## config.mk

```make
export PLATFORM = sky130hd
export DESIGN_NAME = deferred_write_agent
export DESIGN_NICKNAME = d
export VERILOG_FILES = /design/src/rtl/dwr_pkg.sv /design/src/rtl/dwr_req_latch.sv /design/src/rtl/dwr_phase_fsm.sv /design/src/rtl/dwr_fwd_slot.sv /design/src/rtl/deferred_write_agent.sv
export SDC_FILE = /design/constraint.sdc
export NUM_CORES = 1
export LEC_CHECK = 0
export ABC_CLOCK_PERIOD_IN_PS = 2000
export BUFFER_PORTS_ARGS = -buffer_cell sky130_fd_sc_hd__buf_4
export CAP_MARGIN = 0
export CORE_MARGIN = 3
export CORE_UTILIZATION = 49
export CTS_CLUSTER_DIAMETER = 50
export DETAILED_ROUTE_END_ITERATION = 7
export PLACE_DENSITY = 0.81
export SLEW_MARGIN = 0
export SYNTH_ARGS = -nofsm -noshare
export SYNTH_HDL_FRONTEND = slang
export SYNTH_SLANG_ARGS = --single-unit
```

## constraint.sdc

```tcl
create_clock -name clk_i -period 2 [get_ports clk_i]
set_clock_uncertainty 0.1 [all_clocks]
set_input_delay 0.4 -clock clk_i [delete_from_list [all_inputs] [get_ports clk_i]]
set_output_delay 0.4 -clock clk_i [all_outputs]
set_load 0.005 [all_outputs]
```

## src/rtl/dwr_pkg.sv

```systemverilog
package dwr_pkg;

  typedef enum logic [2:0] {
    ST_IDLE,
    ST_PKTB,
    ST_SNOOP,
    ST_TWAIT,
    ST_TRDY,
    ST_RESP,
    ST_DATA,
    ST_RETRY
  } phase_e;

  localparam logic [2:0] RSP_NONE     = 3'b000;
  localparam logic [2:0] RSP_RETRY    = 3'b001;
  localparam logic [2:0] RSP_DEFER    = 3'b010;
  localparam logic [2:0] RSP_NODATA   = 3'b011;
  localparam logic [2:0] RSP_HARDFAIL = 3'b100;

  localparam logic [1:0] TYP_MEM_WR = 2'b01;
  localparam logic [1:0] TYP_IO_WR  = 2'b11;

  function automatic logic is_write(input logic [1:0] typ);
    return (typ == TYP_MEM_WR) || (typ == TYP_IO_WR);
  endfunction

endpackage

```

## src/rtl/dwr_req_latch.sv

```systemverilog
module dwr_req_latch #(
  parameter int ADDR_W = 32,
  parameter int DID_W  = 8,
  parameter int BE_W   = 8
) (
  input  logic              clk_i,
  input  logic              rst_ni,
  input  logic              cap_a_i,
  input  logic              cap_b_i,
  input  logic [ADDR_W-1:0] addr_i,
  input  logic [DID_W-1:0]  did_i,
  input  logic [BE_W-1:0]   be_i,
  input  logic              defer_en_ni,
  output logic [ADDR_W-1:0] addr_o,
  output logic [DID_W-1:0]  did_o,
  output logic [BE_W-1:0]   be_o,
  output logic              defer_ok_o
);

  logic [ADDR_W-1:0] addr_q;
  logic [DID_W-1:0]  did_q;
  logic [BE_W-1:0]   be_q;
  logic              den_n_q;

  always_ff @(posedge clk_i or negedge rst_ni) begin
    if (!rst_ni) begin
      addr_q <= '0;
    end else if (cap_a_i) begin
      addr_q <= addr_i;
    end
  end

  // second packet; reset value forbids deferral
  always_ff @(posedge clk_i or negedge rst_ni) begin
    if (!rst_ni) begin
      did_q   <= '0;
      be_q    <= '0;
      den_n_q <= 1'b0;
    end else if (cap_b_i) begin
      did_q   <= did_i;
      be_q    <= be_i;
      den_n_q <= defer_en_ni;
    end
  end

  assign addr_o     = addr_q;
  assign did_o      = did_q;
  assign be_o       = be_q;
  assign defer_ok_o = den_n_q;

endmodule

```

## src/rtl/dwr_phase_fsm.sv

```systemverilog
module dwr_phase_fsm
  import dwr_pkg::*;
(
  input  logic       clk_i,
  input  logic       rst_ni,
  input  logic       req_valid_i,
  input  logic [1:0] req_type_i,
  input  logic       defer_ok_i,
  input  logic       slot_free_i,
  input  logic       data_busy_i,
  input  logic       data_ready_i,
  output logic       cap_a_o,
  output logic       cap_b_o,
  output logic       load_o,
  output logic       defer_o,
  output logic       trdy_o,
  output logic       rsp_valid_o,
  output logic [2:0] rsp_code_o
);

  phase_e state_q, state_d;

  always_comb begin
    state_d = state_q;
    unique case (state_q)
      ST_IDLE:  if (req_valid_i && is_write(req_type_i)) state_d = ST_PKTB;
      ST_PKTB:  state_d = ST_SNOOP;
      ST_SNOOP: begin
        if (!defer_o)          state_d = ST_RETRY;
        else if (!data_busy_i) state_d = ST_TRDY;
        else                   state_d = ST_TWAIT;
      end
      ST_TWAIT: if (!data_busy_i) state_d = ST_TRDY;
      ST_TRDY:  state_d = ST_RESP;
      ST_RESP:  state_d = ST_DATA;
      ST_DATA:  if (data_ready_i) state_d = ST_IDLE;
      ST_RETRY: state_d = ST_IDLE;
      default:  state_d = ST_IDLE;
    endcase
  end

  always_ff @(posedge clk_i or negedge rst_ni) begin
    if (!rst_ni) state_q <= ST_IDLE;
    else         state_q <= state_d;
  end

  assign cap_a_o     = (state_q == ST_IDLE) && req_valid_i && is_write(req_type_i);
  assign cap_b_o     = (state_q == ST_PKTB);
  assign defer_o     = (state_q == ST_SNOOP) && defer_ok_i && slot_free_i;
  assign trdy_o      = (state_q == ST_TRDY);
  assign load_o      = (state_q == ST_DATA) && data_ready_i;
  assign rsp_valid_o = (state_q == ST_RESP) || (state_q == ST_RETRY);

  always_comb begin
    rsp_code_o = RSP_NONE;
    if (state_q == ST_RESP)  rsp_code_o = RSP_DEFER;
    if (state_q == ST_RETRY) rsp_code_o = RSP_RETRY;
  end

  AST_DEFER_ONE_CLK: assert property (@(posedge clk_i) disable iff (!rst_ni)
    defer_o |=> !defer_o);
  AST_TRDY_ONE_CLK: assert property (@(posedge clk_i) disable iff (!rst_ni)
    trdy_o |=> !trdy_o);
  AST_TRDY_BUS_FREE: assert property (@(posedge clk_i) disable iff (!rst_ni)
    $rose(trdy_o) |-> !$past(data_busy_i));
  AST_RSP_AFTER_TRDY: assert property (@(posedge clk_i) disable iff (!rst_ni)
    trdy_o |=> (rsp_valid_o && rsp_code_o == RSP_DEFER));
  AST_RETRY_NO_DATA: assert property (@(posedge clk_i) disable iff (!rst_ni)
    (rsp_valid_o && rsp_code_o == RSP_RETRY) |=> !load_o);

endmodule

```

## src/rtl/dwr_fwd_slot.sv

```systemverilog
module dwr_fwd_slot #(
  parameter int ADDR_W = 32,
  parameter int DATA_W = 64,
  parameter int DID_W  = 8
) (
  input  logic                clk_i,
  input  logic                rst_ni,
  input  logic                load_i,
  input  logic [ADDR_W-1:0]   addr_i,
  input  logic [DATA_W-1:0]   data_i,
  input  logic [DATA_W/8-1:0] be_i,
  input  logic [DID_W-1:0]    did_i,
  output logic                slot_free_o,
  output logic                fwd_valid_o,
  input  logic                fwd_ready_i,
  output logic [ADDR_W-1:0]   fwd_addr_o,
  output logic [DATA_W-1:0]   fwd_data_o,
  output logic [DATA_W/8-1:0] fwd_be_o,
  output logic [DID_W-1:0]    fwd_did_o
);

  localparam int LANES = DATA_W / 8;

  logic [DATA_W-1:0] masked;

  for (genvar g = 0; g < LANES; g++) begin : g_lane
    assign masked[g*8 +: 8] = be_i[g] ? data_i[g*8 +: 8] : 8'h00;
  end

  logic              valid_q;
  logic [ADDR_W-1:0] addr_q;
  logic [DATA_W-1:0] data_q;
  logic [LANES-1:0]  be_q;
  logic [DID_W-1:0]  did_q;

  always_ff @(posedge clk_i or negedge rst_ni) begin
    if (!rst_ni) begin
      valid_q <= 1'b0;
      addr_q  <= '0;
      data_q  <= '0;
      be_q    <= '0;
      did_q   <= '0;
    end else if (load_i) begin
      valid_q <= 1'b1;
      addr_q  <= addr_i;
      data_q  <= masked;
      be_q    <= be_i;
      did_q   <= did_i;
    end else if (valid_q && fwd_ready_i) begin
      valid_q <= 1'b0;
    end
  end

  // a hand-off in the same clock frees the entry for a new reservation
  assign slot_free_o = !valid_q || fwd_ready_i;
  assign fwd_valid_o = valid_q;
  assign fwd_addr_o  = addr_q;
  assign fwd_data_o  = data_q;
  assign fwd_be_o    = be_q;
  assign fwd_did_o   = did_q;

  AST_LOAD_INTO_EMPTY: assert property (@(posedge clk_i) disable iff (!rst_ni)
    load_i |-> (!fwd_valid_o || fwd_ready_i));
  AST_FWD_HOLD: assert property (@(posedge clk_i) disable iff (!rst_ni)
    (fwd_valid_o && !fwd_ready_i) |=> (fwd_valid_o && $stable(fwd_data_o)
                                       && $stable(fwd_did_o)));

endmodule

```

## src/rtl/deferred_write_agent.sv

```systemverilog
module deferred_write_agent #(
  parameter int ADDR_W = 32,
  parameter int DATA_W = 64,
  parameter int DID_W  = 8
) (
  input  logic                clk_i,
  input  logic                rst_ni,
  input  logic                req_valid_i,
  input  logic [1:0]          req_type_i,
  input  logic [ADDR_W-1:0]   req_addr_i,
  input  logic [DID_W-1:0]    req_did_i,
  input  logic [DATA_W/8-1:0] req_be_i,
  input  logic                req_defer_en_ni,
  input  logic                data_busy_i,
  input  logic                data_ready_i,
  input  logic [DATA_W-1:0]   wr_data_i,
  output logic                defer_o,
  output logic                trdy_o,
  output logic                rsp_valid_o,
  output logic [2:0]          rsp_code_o,
  output logic                fwd_valid_o,
  input  logic                fwd_ready_i,
  output logic [ADDR_W-1:0]   fwd_addr_o,
  output logic [DATA_W-1:0]   fwd_data_o,
  output logic [DATA_W/8-1:0] fwd_be_o,
  output logic [DID_W-1:0]    fwd_did_o
);

  localparam int BE_W = DATA_W / 8;

  logic              cap_a, cap_b, load, defer_ok, slot_free;
  logic [ADDR_W-1:0] lat_addr;
  logic [DID_W-1:0]  lat_did;
  logic [BE_W-1:0]   lat_be;

  dwr_req_latch #(.ADDR_W(ADDR_W), .DID_W(DID_W), .BE_W(BE_W)) u_latch (
    .clk_i       (clk_i),
    .rst_ni      (rst_ni),
    .cap_a_i     (cap_a),
    .cap_b_i     (cap_b),
    .addr_i      (req_addr_i),
    .did_i       (req_did_i),
    .be_i        (req_be_i),
    .defer_en_ni (req_defer_en_ni),
    .addr_o      (lat_addr),
    .did_o       (lat_did),
    .be_o        (lat_be),
    .defer_ok_o  (defer_ok)
  );

  dwr_phase_fsm u_fsm (
    .clk_i        (clk_i),
    .rst_ni       (rst_ni),
    .req_valid_i  (req_valid_i),
    .req_type_i   (req_type_i),
    .defer_ok_i   (defer_ok),
    .slot_free_i  (slot_free),
    .data_busy_i  (data_busy_i),
    .data_ready_i (data_ready_i),
    .cap_a_o      (cap_a),
    .cap_b_o      (cap_b),
    .load_o       (load),
    .defer_o      (defer_o),
    .trdy_o       (trdy_o),
    .rsp_valid_o  (rsp_valid_o),
    .rsp_code_o   (rsp_code_o)
  );

  dwr_fwd_slot #(.ADDR_W(ADDR_W), .DATA_W(DATA_W), .DID_W(DID_W)) u_slot (
    .clk_i       (clk_i),
    .rst_ni      (rst_ni),
    .load_i      (load),
    .addr_i      (lat_addr),
    .data_i      (wr_data_i),
    .be_i        (lat_be),
    .did_i       (lat_did),
    .slot_free_o (slot_free),
    .fwd_valid_o (fwd_valid_o),
    .fwd_ready_i (fwd_ready_i),
    .fwd_addr_o  (fwd_addr_o),
    .fwd_data_o  (fwd_data_o),
    .fwd_be_o    (fwd_be_o),
    .fwd_did_o   (fwd_did_o)
  );

  AST_IDLE_CODE: assert property (@(posedge clk_i) disable iff (!rst_ni)
    !rsp_valid_o |-> (rsp_code_o == 3'b000));
  AST_NO_TRDY_AT_DEFER: assert property (@(posedge clk_i) disable iff (!rst_ni)
    defer_o |-> !trdy_o && !rsp_valid_o);

endmodule

```

# Word level (Yosys, flattened, before mapping)
# Cells that the tools add are included.
# totals
regBits,165
inputBits,121
out_inout_bits,119
word_cells,54
# classes
eq_ne,12
mux,18
reduce_logical,14
# ops
op,n
two-way mux 8 bit,8
one-hot mux 3 bit (8 select lines),1
two-way mux 3 bit,5
== test 3 bit (second input constant),4
logical AND 1 bit,7
== test 3 x 2 -> 1 bit (second input constant),2
two-way mux 2 bit,2
!= test 2 bit (second input constant),2
== test 3 x 1 -> 1 bit (second input constant),1
zero test 3 bit,1
logical OR 1 bit,3
AND reduction 3 bit,1
== test 2 x 1 -> 1 bit (second input constant),1
== test 2 bit (second input constant),1
two-way mux 1 bit,2
!= test 2 x 1 -> 1 bit (second input constant),1
nonzero test 2 bit,1
zero test 1 bit,1

# Longest topological paths before layout
# logic_depth
word_depth,5
mapped_depth,7
ltp_nobuf,4

# Cells and area by module
# From an unflattened synthesis, not the netlist that was laid out.
# hier_totals
hier_cells,521
area_unflattened_um2,6757.7
# by_module_without_submodules
mod,instances,cells_each,area_each_um2,seq_area_each_um2
dwr_fwd_slot,1,383,4423.0,2827.7
dwr_req_latch,1,104,2030.7,1226.2
dwr_phase_fsm,1,34,304.0,75.1

# Least setup slack after synthesis
# OpenSTA, ideal clock, no wires.
# synth_timing
path_type,flip-flop to flip-flop
start,register u_fsm.state_q[2]
end,"register u_latch.addr_q[0], in the netlist u_latch.addr_o[0]"
setup_time_ns,0.125
arrival_time_ns,1.431
t_required_ns,1.775
setup_slack_ns,0.344
path_stages_with_launch,5
path_buffers,2
synth_period_minus_slack_ns,1.656
cell_sequence,dfrtp_1 buf_2 nor4_4 buf_4 mux2_2
# synth_between
elab_chain_cells,3
# synth_rtl
element,line_no,rtl
from (decl),dwr_phase_fsm.sv:21,"phase_e state_q, state_d;"
from (signal assigned),dwr_phase_fsm.sv:44,else state_q <= state_d;
zero test 3 bit,dwr_phase_fsm.sv:47,assign cap_a_o = (state_q == ST_IDLE) && req_valid_i && is_write(req_type_i);
logical AND 1 bit (2 in a row),dwr_phase_fsm.sv:47,
to (signal assigned),dwr_req_latch.sv:29,addr_q <= addr_i;
to (decl),dwr_req_latch.sv:20,logic [ADDR_W-1:0] addr_q;
# Every way passes these cells.
# A chain may end at the register's enable or synchronous reset.

# Worst setup path in the final report
# layout_timing
start,register u_fsm.state_q[1]
end,output trdy_o
# layout_between
elab_chain_cells,1
# layout_rtl
element,line_no,rtl
== test 3 bit,dwr_phase_fsm.sv:50,assign trdy_o = (state_q == ST_TRDY);
to (decl),deferred_write_agent.sv:18,"output logic trdy_o,"
# Every way passes these cells.

==> out/results.txt <==
largest net degree at the start of global routing: 92
row count: 41
fin crit share: 95.7%
placer's final routability congestion estimate: 0.842
# port buffers: 237
Final ANT Viol Nets: 0
startpoint types: flop
register area share after synthesis: 62.3%
Max Cap Viol: 0
DIE HEIGHT: 122 microns
most frequent cell after synthesis: dfrtp_1
Core Box Area: 12900 sq um
first-pass GRT wire length: 24500 microns
Slew headroom: 62.1%
DR vias/cell: 5.00
drt initial violations: 217
I/O pins: 240
Die Area: 15000 sq um
Slew @ Worst Pin: 0.568 ns
status: completed
H-Tree Depth: 4
worst hold path class: in -> reg
minimum clock period: 1.91 ns
syn_area_per_cell: 12.8 sq um
Vias: 4698
CTS buffer count: 17
CP Capture Type: output port
die width: 122 microns
WHS: 0.107 ns
ys async rst share: 100%
synth cell count leaders: dfrtp_1 (165), nand2_1 (132), o21ai_0 (66)
leakage power: 4.67 nW
initial antenna violation count: 0
main flop type after synthesis: dfrtp_1
unrepaired setup endpoints after global routing: no
number of flops mapped to enable cells by yosys: 0
Initial Utilization: 51.3%
share of cells above drive strength 1: 49.7%
Initial DRT Pass Iterations: 6
Max clock buf depth: 2
detailed placer's ending HPWL: 11300 microns
synthesized cell area: 6630 sq um
yosys warns: 0
Seq cells post-synth: 165
global-route usage over all layers: 21.3%
TNS Setup: 0 ns
number of global-route vias before repair: 4851
# setup viols final: 0
Clock Pin Slew Worst Setup and Hold Paths: 0.06 ns
worst-path fanout max: 12
synth top area cells: dfrtp_1 (62%), mux2_4 (11%), mux2_2 (8.0%)
# clock sinks: 165
Arr. time, crit path: 1.41 ns
post-synth top area share: 62.3%
routed wire length: 15600 microns
Synth area leader: dfrtp_1
Syn-to-layout area delta: 38.0%
Post-Synthesis Net Count: 640
Final nets: 877
Max Fclk: 522 MHz
endpoints failing hold: 0
count of final max-slew check failures: 0
critical path class: reg -> out
worst skew pair latency: 0.42 ns
count of cell types in the netlist: 30
CTS tree: done
pwr dens: 1530 nW/um^2
number of remaining DRC errors: 0
Wirelength per Cell: 16.6 microns
maximum VDD drop: 0.000823 V
GRT Residual Overflow: 0
antenna cells: 0
CP required: 1.50 ns
clk root buf: clkbuf_16
Post-Synthesis Cells: 519
cells by family after synthesis:
family	count (synthesis)	synth area share [%]
compound gates	73	5.64
flops	165	62.3
buf+inv	37	3.74
mux	97	19.1
other cells	1	0.0566
simple gates	146	9.12
metal layers:
layer	global-route usage [%]	share of wire (%)	vias to the layer above
li1	-	-	2220
met1	26.4	40	2250
met2	33.9	48	196
met3	7.70	9.9	32
met4	8.89	2.5	0
met5	0	0	-
cell usage in the layout, fill, tap and decap left out:
cell type and instances:
a21oi_1 2, a222oi_1 1, a31oi_1 1, and3_1 1
and4_1 1, buf_12 4, buf_4 246, buf_6 1
bufinv_16 2, clkbuf_1 1, clkbuf_16 17, clkbuf_8 3
clkinv_2 4, clkinv_4 1, clkinvlp_4 2, conb_1 1
dfrtp_1 164, dfrtp_2 1, dlygate4sd3_1 1, inv_1 2
inv_2 1, mux2_1 3, mux2_2 47, mux2_4 47
nand2_1 132, nand2b_1 1, nand4_4 1, nor2_1 3
nor2_2 1, nor2b_1 1, nor3_1 1, nor3_2 1
nor3_4 1, nor4_4 1, o211ai_1 1, o21ai_0 66
o21ai_1 2, or3_1 1
per-stage QoR:
step / instances / cell area (sq um) / power, W / setup slack [ns] / util [%]
after floorplan: 519 / 6630 / 0.00833 / 0.344 / -
after global placement: 905 / 8530 / 0.0106 / 0.264 / 66.0
after detailed placement: 905 / 8530 / 0.0109 / 0.206 / 66.0
after CTS: 939 / 9140 / 0.0141 / 0.0671 / 70.7
after global routing: 939 / 9150 / 0.0149 / 0.0339 / 70.8
final: 939 / 9150 / 0.0140 / 0.0857 / 70.8
path summary, 6_finish.rpt:
path	startpoint	end	slack, ns	cells past startpoint
setup reg to reg	u_fsm.state_q[2]	u_slot.fwd_addr_o[25]	0.21	4
min in group asynchronous	rst_ni	u_slot.fwd_addr_o[12]	0.28	2
hold / removal	req_addr_i[11]	u_latch.addr_o[11]	0.11	2
hold reg to reg	u_slot.fwd_data_o[7]	u_slot.fwd_data_o[7]	0.38	2
max in group asynchronous	rst_ni	u_fsm.state_q[2]	0.87	3
setup / recovery	u_fsm.state_q[1]	trdy_o	0.09	3
area by class of cell:
cell class / instances / area (sq um)
clock buffers: 21 / 470
fillers: 930 / 3780
repair buffers: 252 / 1950
well taps: 172 / 215
multi-input cells: 317 / 2270
clock inverters: 9 / 104
inverters: 3 / 11.3
flip-flops and latches: 165 / 4130
where the power goes:
part / leakage [nW] / total (W) / internal (W) / switching, W
sequential: 2.08 / 0.00597 / 0.00487 / 0.00110
combinational: 2.31 / 0.00488 / 0.00301 / 0.00187
clock: 0.281 / 0.00315 / 0.00191 / 0.00124
flip-flops by register name, summed over array words and instances, names as in the netlist:
name	count
u_slot.fwd_did_o	8
u_latch.be_o	8
u_slot.fwd_addr_o	32
u_slot.fwd_be_o	8
u_latch.did_o	8
u_fsm.state_q	3
u_slot.fwd_valid_o	1
u_latch.defer_ok_o	1
u_slot.fwd_data_o	64
u_latch.addr_o	32
critical path, stage by stage, from the launching register on:
cell and delay, ns:
dfrtp_1 0.44, buf_4 0.21, nor3_1 0.20, buf_4 0.14
what timing repair did:
item / CTS / global route
gates resized for setup: 2 / 1
buffers inserted: 3 / 0
endpoints found under the setup margin: 4 / 1
hold endpoints to repair: 54 / 0
hold buffers: 1 / 0
(Power assumes the default switching activity.)
